==> config.mk <==
export PLATFORM = sky130hd
export DESIGN_NAME = nib_decode
export DESIGN_NICKNAME = d
export VERILOG_FILES = /design/src/rtl/nib_pkg.sv /design/src/rtl/nib_operand_acc.sv /design/src/rtl/nib_addr_gen.sv /design/src/rtl/nib_decode.sv
export SDC_FILE = /design/constraint.sdc
export NUM_CORES = 1
export LEC_CHECK = 0
export ABC_AREA = 1
export CORE_ASPECT_RATIO = 0.9
export CORE_MARGIN = 2
export CORE_UTILIZATION = 57
export DETAILED_ROUTE_END_ITERATION = 8
export PLACE_DENSITY = 0.95
export RECOVER_POWER = 50
export SETUP_SLACK_MARGIN = 0.05
export SYNTH_ARGS = -nofsm -noshare
export SYNTH_HDL_FRONTEND = slang
export SYNTH_SLANG_ARGS = --single-unit
==> constraint.sdc <==
create_clock -name clk_i -period 3.2 [get_ports clk_i]
set_clock_uncertainty 0.15 [all_clocks]
set_input_delay 0.64 -clock clk_i [delete_from_list [all_inputs] [get_ports clk_i]]
set_output_delay 0.64 -clock clk_i [all_outputs]
set_load 0.005 [all_outputs]
==> src/rtl/nib_pkg.sv <==
package nib_pkg;
  localparam int NIB_W  = 4;
  localparam int BYTE_W = 2 * NIB_W;

  typedef logic [NIB_W-1:0] func_t;

  localparam func_t FN_LDL = 4'h0;
  localparam func_t FN_STL = 4'h1;
  localparam func_t FN_LDC = 4'h2;
  localparam func_t FN_OPR = 4'hE;

  function automatic logic is_local(func_t f);
    return (f == FN_LDL) || (f == FN_STL);
  endfunction
endpackage

==> src/rtl/nib_operand_acc.sv <==
module nib_operand_acc
  import nib_pkg::*;
#(
  parameter int    DATA_W  = 32,
  parameter func_t PFX_POS = 4'h7,
  parameter func_t PFX_NEG = 4'hF
) (
  input  logic              clk_i,
  input  logic              rst_ni,
  input  logic              vld_i,
  input  func_t             func_i,
  input  logic [NIB_W-1:0]  nib_i,
  output logic              pfx_o,
  output logic [DATA_W-1:0] issue_val_o
);
  logic [DATA_W-1:0] acc_q;
  logic [DATA_W-1:0] merged;
  logic              is_pos, is_neg;

  assign merged      = acc_q | {{(DATA_W-NIB_W){1'b0}}, nib_i};
  assign is_pos      = func_i == PFX_POS;
  assign is_neg      = func_i == PFX_NEG;
  assign pfx_o       = is_pos || is_neg;
  assign issue_val_o = merged;

  always_ff @(posedge clk_i or negedge rst_ni) begin
    if (!rst_ni)       acc_q <= '0;
    else if (vld_i) begin
      if (is_pos)      acc_q <= merged << NIB_W;
      else if (is_neg) acc_q <= (~merged) << NIB_W;
      else             acc_q <= '0;
    end
  end

  assert_clear_after_issue_R6: assert property (@(posedge clk_i) disable iff (!rst_ni)
    (vld_i && !pfx_o) |=> (acc_q == '0));
  assert_idle_hold_R9: assert property (@(posedge clk_i) disable iff (!rst_ni)
    !vld_i |=> $stable(acc_q));
  assert_pfx_low_nib_zero_R3: assert property (@(posedge clk_i) disable iff (!rst_ni)
    (vld_i && pfx_o) |=> (acc_q[NIB_W-1:0] == '0));
endmodule

==> src/rtl/nib_addr_gen.sv <==
module nib_addr_gen #(
  parameter int DATA_W   = 32,
  parameter int SCALE_LG = 2
) (
  input  logic [DATA_W-1:0] base_i,
  input  logic [DATA_W-1:0] offs_i,
  output logic [DATA_W-1:0] addr_o
);
  generate
    if (SCALE_LG == 0) begin : g_byte
      assign addr_o = base_i + offs_i;
    end else begin : g_word
      assign addr_o = base_i + (offs_i << SCALE_LG);
    end
  endgenerate
endmodule

==> src/rtl/nib_decode.sv <==
module nib_decode
  import nib_pkg::*;
#(
  parameter int    DATA_W   = 32,
  parameter int    SCALE_LG = 2,
  parameter func_t PFX_POS  = 4'h7,
  parameter func_t PFX_NEG  = 4'hF
) (
  input  logic              clk_i,
  input  logic              rst_ni,
  input  logic              byte_vld_i,
  input  logic [7:0]        byte_i,
  input  logic [DATA_W-1:0] wsp_i,
  output logic              op_vld_o,
  output logic [3:0]        func_o,
  output logic [DATA_W-1:0] operand_o,
  output logic              ext_op_o,
  output logic              mem_op_o,
  output logic [DATA_W-1:0] eff_addr_o
);
  func_t             func_in;
  logic [NIB_W-1:0]  nib_in;
  logic              is_pfx, issue;
  logic [DATA_W-1:0] issue_val, addr_d;

  assign func_in = byte_i[BYTE_W-1:NIB_W];
  assign nib_in  = byte_i[NIB_W-1:0];
  assign issue   = byte_vld_i && !is_pfx;

  nib_operand_acc #(
    .DATA_W (DATA_W),
    .PFX_POS(PFX_POS),
    .PFX_NEG(PFX_NEG)
  ) u_acc (
    .clk_i      (clk_i),
    .rst_ni     (rst_ni),
    .vld_i      (byte_vld_i),
    .func_i     (func_in),
    .nib_i      (nib_in),
    .pfx_o      (is_pfx),
    .issue_val_o(issue_val)
  );

  nib_addr_gen #(
    .DATA_W  (DATA_W),
    .SCALE_LG(SCALE_LG)
  ) u_addr (
    .base_i(wsp_i),
    .offs_i(issue_val),
    .addr_o(addr_d)
  );

  always_ff @(posedge clk_i or negedge rst_ni) begin
    if (!rst_ni) begin
      op_vld_o   <= 1'b0;
      func_o     <= '0;
      operand_o  <= '0;
      ext_op_o   <= 1'b0;
      mem_op_o   <= 1'b0;
      eff_addr_o <= '0;
    end else begin
      op_vld_o <= issue;
      if (issue) begin
        func_o     <= func_in;
        operand_o  <= issue_val;
        ext_op_o   <= func_in == FN_OPR;
        mem_op_o   <= is_local(func_in);
        eff_addr_o <= addr_d;
      end
    end
  end

  assert_prefix_silent_R5: assert property (@(posedge clk_i) disable iff (!rst_ni)
    (byte_vld_i && (func_in == PFX_POS || func_in == PFX_NEG)) |=> !op_vld_o);
  assert_issue_from_byte_R2: assert property (@(posedge clk_i) disable iff (!rst_ni)
    op_vld_o |-> $past(byte_vld_i));
  assert_func_follows_byte_R2: assert property (@(posedge clk_i) disable iff (!rst_ni)
    (byte_vld_i && func_in != PFX_POS && func_in != PFX_NEG) |=> (func_o == $past(func_in)));
  assert_ext_only_operate_R7: assert property (@(posedge clk_i) disable iff (!rst_ni)
    (op_vld_o && ext_op_o) |-> (func_o == FN_OPR));
  assert_local_addr_R8: assert property (@(posedge clk_i) disable iff (!rst_ni)
    (op_vld_o && mem_op_o) |-> (eff_addr_o == $past(wsp_i) + (operand_o << SCALE_LG)));
  assert_idle_silent_R9: assert property (@(posedge clk_i) disable iff (!rst_ni)
    !byte_vld_i |=> !op_vld_o);
endmodule

==> Word level (Yosys, flattened, before mapping) <==
Index checks and enable logic that the tools add are counted.
{ "totals": {"ff_bits": 103, "latchBits": 0, "ramBits": 0, "romBits": 0, "in_bits": 43, "out_inout_bits": 71, "wordCells": 21, "mem_count": 0} }
{ "classes": {"n_addsub": 1, "multipliers": 0, "n_div": 0, "order_cmp": 0, "eq_ne": 4, "n_shift": 0, "muxes": 2, "bitwise": 2, "n_reduce_logical": 5} }
{ "ops": {"columns": ["op", "n"], "rows": [
  ["32-bit 2-to-1 mux", 2],
  ["32-bit adder", 1],
  ["32-bit by 4-bit OR with 32-bit output", 1],
  ["28-bit NOT", 1],
  ["4-bit == test (second input constant)", 2],
  ["4-bit by 1-bit == test with 1-bit output (second input constant)", 1],
  ["4-bit by 3-bit == test with 1-bit output (second input constant)", 1],
  ["4-bit logical NOT", 1],
  ["1-bit logical OR", 2],
  ["1-bit logical AND", 1],
  ["1-bit logical NOT", 1]
]} }

==> Logic depth before layout (Yosys ltp) <==
Gate-level depths: netlist (run 1).
{ "depth": {"depth_word": 4, "depth_mapped": 13, "depth_no_buf": 13} }

==> By module <==
From an unflattened synthesis (run 1), not the netlist that was laid out.
{ "hier_totals": {"cells_unflattened": 998, "area_unflattened_um2": 6754.0} }
{ "modules_own_cells": {"columns": ["module", "instances", "cells_per_inst", "area_each_um2", "seq_area_each_um2"], "rows": [
  ["nib_decode", 1, 303, 2688.8, 1776.7],
  ["nib_addr_gen", 1, 448, 2245.9, 0.0],
  ["nib_operand_acc", 1, 247, 1819.2, 700.7]
]} }

==> Worst setup path after synthesis (run 1) <==
Ideal clock, no wire load.
{ "synth_path": {"kind": "input port to flip-flop", "from": "in byte_i[0]", "to": "reg eff_addr_o[30]", "setup_ps": 117, "arrival_ps": 1981, "required_ps": 2933, "path_slack_ps": 951, "path_stages": 13, "n_path_buf": 0, "path_cell_list": "ha_1 inv_1 fa_1 inv_1 nand3_1 nand3_1 nand3_1 nand3_1 nand2_1 nand2_1 nand2_1 nand3_1 nand2_1"} }
{ "synth_via": {"elab_chain_cells": 2} }
{ "synth_lines": {"columns": ["item", "line_no", "rtl"], "rows": [
  ["start: declaration", "nib_decode.sv:12", "input logic [7:0] byte_i,"],
  ["32-bit by 4-bit OR with 32-bit output", "nib_operand_acc.sv:20", "assign merged = acc_q | {{(DATA_W-NIB_W){1'b0}}, nib_i};"],
  ["32-bit adder", "nib_addr_gen.sv:13", "assign addr_o = base_i + (offs_i << SCALE_LG);"],
  ["end signal: assignment", "nib_decode.sv:68", "eff_addr_o <= addr_d;"],
  ["end: declaration", "nib_decode.sv:19", "output logic [DATA_W-1:0] eff_addr_o"]
]} }
Every way passes these cells.
A chain may end at the register's enable or synchronous reset.

==> Worst setup path after layout (run 1) <==
Ends and elaborated chain as after synthesis.

==> impl_metrics.yaml, run 1 <==
outcome:
  outcome: "finished with violations"
  violations: "DRC"
finish:
  seq_area_um2: 2480
  antenna_cells: 0
  multi_input_area_um2: 2990
  nets: 1029
  drive_above_1_share_pct: 5.83
  syn_to_final_growth_pct: 24.3
  fillers: 772
  layout.cells.non_filler: 1089
yosys:
  synthXorXnorAreaFrac_pct: 1.72
  synthFlopType: "dfrtp_1"
  yosysMostFrequentCell: "nand2_1"
  synthMuxAreaShare_pct: 0
  yosysSeqAreaShare_pct: 40.6
  synth_warnings: 0
  ys_ff_latch: 99
  synth_top_family_by_area: "simple AND/OR/NAND/NOR gates"
  synthAdderAreaFrac_pct: 6.27
  synth_cell_types: 36
  synthSimpleGateAreaFrac_pct: 29.0
  avgSynthCellArea_um2: 7.17
  synth_commonest_cells: "nand2_1, inv_1, dfrtp_1"
  async_reset_ff_share_pct: 100
  syn_nets: 924
  netlist_instances: 851
  synth-edff-count: 0
  synth_top_area_cell: "dfrtp_1"
  synth_compound_area_share_pct: 11.9
  synth.area.top_cells: "dfrtp_1, nand2_1, inv_1"
  synth_top_area_share_pct: 40.6
  syn_area_um2: 6110
timing:
  finalSetupTns_ps: 0
  rsz0062_at_grt: "no"
  relSlewSlack_pct: 14.0
  hold-worst-slack_ps: 326
  period_minus_slack_ps: 2820
  final.period_utilization_pct: 88.2
  fmax_ghz: 0.354
  slew_violations: 0
  finalHoldViolCount: 0
  setup_slack_ps: 376
  worst_slew_pin_slew_ps: 1290
  finalSetupViolCount: 0
clock_tree:
  ctsHoldBuffers: 0
  h-tree-depth: 3
  cts_setup_buffers: 0
  ctsRootBufferMaster: "clkbuf_16"
  clk_latency_ps: 360
  cts_sinks: 99
  numCtsBuffers: 9
  tritoncts: "built"
  clk_pin_slew_ps: 60
  cts_buffer_depth: 2
  cts-resized-gates: 0
global_route:
  grt_max_degree: 57
  antenna_found_initial: 0
  grt_usage_pct: 30.0
  grt_overflow: 0
  grt_pass1_vias: 5743
  grt_pass1_wl_um: 27200
critical_path:
  crit_path_cell_trace: "clkdlybuf4s50_1 > ha_1 > inv_1 > fa_1 > inv_1 > nand3_1 > nand3_1 > nand3_1 > nand3_1 > nand2_1 > nand2_1 > nand2_1 > nand3_1 > nand2_1"
  startpoint_type: "input pin"
  worst-setup-path-type: "input pin to flip-flop"
  timing.rr.end: "eff_addr_o[21]"
  reg2reg_slack_ps: 1120
  path_max_fanout: 4
  arrival_ps: 2920
  cp_slowest_cell: "clkdlybuf4s50_1"
  cp_slowest_stage_delay_ps: 520
  crit_path_end_kind: "flip-flop"
  critPathRequiredTime_ps: 3290
  reg2regPathDepth: 10
  reg2reg_from: "u_acc.acc_q[10]"
  crit_top_cell: "nand3_1"
worst_hold_path:
  holdPathEnd: "eff_addr_o[18]"
  min_path_type: "flip-flop to flip-flop"
  holdPathStages: 2
  holdCritStartpoint: "eff_addr_o[18]"
power_and_ir_drop:
  power.total_w: 0.00425
  vdd_ir_drop_max_mv: 0.357
  cellLeakagePower_nw: 3.89
  power_density_nw_per_um2: 560
floorplan:
  core_um2: 10300
  start_util_pct: 59.1
  boundaryPins: 114
  dieArea_um2: 11600
  num_rows: 35
  die_h_um: 102
  die_w_um: 113
run:
  maxCapViolCount: 0
placement:
  dp_cells: 1074
  dp_hpwl_um: 12200
  pre_cts_slack_ps: 64.8
  io_buffers: 113
  gp_congestion: 0.978
drt:
  dr.pass1.iters: 7
  via_per_inst: 5.51
  drc: 8
  ant_nets: 0
  drtIter0Drc: 473
  wl_per_cell_um: 15.1
  via_count: 5999
  drt_wl_total_um: 16500
-- state kept, by name, indices dropped and copies added, names as in the netlist --
name	count
mem_op_o	1
ext_op_o	1
op_vld_o	1
func_o	4
u_acc.acc_q	28
operand_o	32
eff_addr_o	32
-- metal layers --
layer / routed length (um) / GRT usage, % / vias to the layer above
li1: - / - / 2891
met1: 7120 / 40.5 / 2800
met2: 7650 / 49.3 / 265
met3: 1240 / 5.52 / 43
met4: 431 / 10.4 / 0
met5: 0 / 0 / -
-- final cells by class --
class / count / share of cell area, %
clock buffer: 11 / 3.33
clock inverter: 4 / 0.445
inverter: 129 / 6.38
multi-input combinational: 596 / 39.4
sequential: 99 / 32.6
tap: 129 / 2.13
timing repair buffer: 121 / 15.7
-- per-stage QoR --
step	instance area (um2)	utilization (%)
global route	7590	73.4
detailed placement	7330	70.9
CTS	7610	73.7
global placement	7330	70.9
floorplan	6110	-
finish	7590	73.4
-- critical path: cells and delay by family --
kind                     cells  cell delay, ps
buffers and inverters        3             740
adder cells (fa/ha/maj)      2             700
AND/OR/NAND/NOR              9             830
-- how the worst max path moves through the flow --
stage               cells past startpoint  slack (ps)  startpoint             end
CTS                                    14         380   byte_i[0]  eff_addr_o[30]
finish                                 14         380   byte_i[0]  eff_addr_o[30]
floorplan                              13         950   byte_i[0]  eff_addr_o[30]
global placement                       14         180   byte_i[0]  eff_addr_o[30]
detailed placement                     14          60   byte_i[0]  eff_addr_o[30]
global route                           14         220   byte_i[0]  eff_addr_o[24]
-- logic make-up (layout without fill, tap and decap cells) --
group                    after synthesis  in the layout
adder cells (fa/ha/maj)               30             30
flip-flops                            99             99
XOR/XNOR                              12             12
buffers and inverters                156            265
AO/OA/AOI/OAI                        131            131
AND/OR/NAND/NOR                      423            423
-- cells in the final DEF (no fill, tap or decap), drive strengths merged, types with 22 or more instances in the layout --
master and n:
dfrtp 99, o21ai 75, nand2 295, clkdlybuf4s50 103, ha 29, a21oi 22
nand3 43, nor2 71, o22ai 28, inv 130
-- where the power goes --
group | internal (W) | leakage, nW | switching (W)
combinational | 0.000718 | 2.49 | 0.000818
clock | 0.000571 | 0.138 | 0.000488
sequential | 0.00149 | 1.26 | 0.000167
No activity file was read; power rests on OpenSTA's default activity.
==> inputs of run 2 (changes only) <==
- CORE_MARGIN: 2 -> 4
- PLACE_DENSITY: 0.95 -> 0.83
- clock period: 3.2 -> 3.65 ns (I/O delays scaled with it)
==> impl_metrics.yaml, run 2 (synthesis results as in run 1) <==
finish:
  layout.cells.non_filler: 1087
  reg_top3: "eff_addr_o (32), operand_o (32), u_acc.acc_q (28)"
  final_cell_mix: "nand2_1, inv_1, clkdlybuf4s50_1, dfrtp_1, o21ai_0"
  mostFrequentLayoutCell: "nand2_1"
  syn_to_final_growth_pct: 24.6
  multi_input_area_um2: 2980
  nets: 1026
  fillers: 852
  antenna_cells: 0
  seq_area_um2: 2480
  drive_above_1_share_pct: 5.53
worst_hold_path:
  min_path_type: "flip-flop to flip-flop"
  holdPathEnd: "eff_addr_o[19]"
  holdPathStages: 2
  holdCritStartpoint: "eff_addr_o[19]"
global_route:
  antenna_found_initial: 0
  grt_usage_pct: 27.5
  grt_pass1_vias: 5477
  grt_overflow: 0
  grt_pass1_wl_um: 26900
  grt_max_degree: 111
power_and_ir_drop:
  power_density_nw_per_um2: 501
  vdd_ir_drop_max_mv: 0.426
  cellLeakagePower_nw: 3.90
critical_path:
  crit_path_cell_trace: "clkdlybuf4s50_1 > ha_1 > inv_1 > fa_1 > inv_1 > nand3_1 > nand3_1 > nand3_1 > nand3_1 > nand2_1 > nand2_1 > nand2_1 > nand3_1 > nand2_1"
  reg2reg_slack_ps: 1480
  path_max_fanout: 4
  worst-setup-path-type: "input pin to flip-flop"
  startpoint_type: "input pin"
  crit_path_end_kind: "flip-flop"
  cp_slowest_stage_delay_ps: 540
  arrival_ps: 2930
  critPathRequiredTime_ps: 3750
  crit_top_cell: "nand3_1"
  reg2regPathDepth: 10
  cp_slowest_cell: "clkdlybuf4s50_1"
  reg2reg_from: "u_acc.acc_q[10]"
  timing.rr.end: "eff_addr_o[21]"
timing:
  finalSetupTns_ps: 0
  final.period_utilization_pct: 77.5
  fmax_ghz: 0.353
  period_minus_slack_ps: 2830
  slew_violations: 0
  finalSetupViolCount: 0
  rsz0062_at_grt: "no"
  worst_slew_pin_slew_ps: 1460
  relSlewSlack_pct: 2.79
  finalHoldViolCount: 0
drt:
  drc: 0
  drt_wl_total_um: 16200
  dr_wl_met2_um: 7310
  via_count: 5699
  ant_nets: 0
  highest_layer: "met4"
  dr.pass1.iters: 5
  wl_met3_um: 959
  wirelength_met1_um: 7630
  wl_per_cell_um: 14.9
  via_per_inst: 5.24
  drtIter0Drc: 385
clock_tree:
  cts-resized-gates: 0
  cts_buffer_depth: 2
  numCtsBuffers: 9
  cts_sinks: 99
  tritoncts: "built"
  clk_latency_ps: 360
  ctsRootBufferMaster: "clkbuf_16"
  clk_pin_slew_ps: 80
  ctsHoldBuffers: 0
  h-tree-depth: 3
  cts_setup_buffers: 0
placement:
  gp_congestion: 0.928
  dp_hpwl_um: 12000
  dp_cells: 1071
  io_buffers: 113
floorplan:
  num_rows: 35
  core_um2: 10300
  die_h_um: 106
  die_w_um: 117
  start_util_pct: 59.1
  boundaryPins: 114
  dieArea_um2: 12400
run:
  maxCapViolCount: 0
outcome:
  outcome: "finished, final reports clean"
## run 2: cell types whose count changed in the layout (fill, tap and decap cells not counted), sizes merged
cell and change:
clkdlybuf4s50 +1, dlygate4sd3 -1, inv +2, clkbuf -3, buf -1, bufinv +1, clkinvlp -1
## run 2: cell type report
cell class | count | area share (%)
Sequential cell | 99 | 32.6
Inverter | 129 | 6.37
Clock inverter | 6 | 1.04
Tap cell | 129 | 2.12
Multi-Input combinational cell | 596 | 39.2
Timing Repair Buffer | 118 | 15.6
Clock buffer | 10 | 3.14
## run 2: report_power, final
part / leakage [nW] / internal, W / switching (W) / total (W)
combinational: 2.48 / 0.000632 / 0.000700 / 0.00133
sequential: 1.26 / 0.00131 / 0.000144 / 0.00145
clock: 0.157 / 0.000566 / 0.000462 / 0.00103
## run 2: per-layer routing
layer  GRT usage (%)  vias to the layer above
met5               0                        -
met1            40.6                     2612
li1                -                     2882
met4            7.45                        0
met3            4.21                       24
met2            42.2                      181
## run 2: worst max-delay path: cells and delay by family
family	cells	cell delay [ps]
fa+ha+maj	2	650
buf+inv	3	700
simple gates	9	820
## run 2: stage by stage
step                total power, W  instance area, um2  util, %  worst slack, ps  hold slack [ps]
finish                     0.00381                7610     73.6              820              324
global route               0.00406                7610     73.6              633              342
CTS                        0.00383                7620     73.8              808              135
detailed placement         0.00280                7300     70.7              431              315
global placement           0.00277                7300     70.7              525              311
floorplan                  0.00218                6110        -             1310              284
## run 2: worst max-delay path by stage
stage / from / endpoint / slack (ps) / cells after the start
floorplan: byte_i[0] / eff_addr_o[30] / 1310 / 13
finish: byte_i[0] / eff_addr_o[30] / 820 / 14
global placement: byte_i[0] / eff_addr_o[30] / 530 / 14
CTS: byte_i[0] / eff_addr_o[30] / 810 / 14
detailed placement: byte_i[0] / eff_addr_o[30] / 430 / 14
global route: byte_i[0] / eff_addr_o[30] / 630 / 14
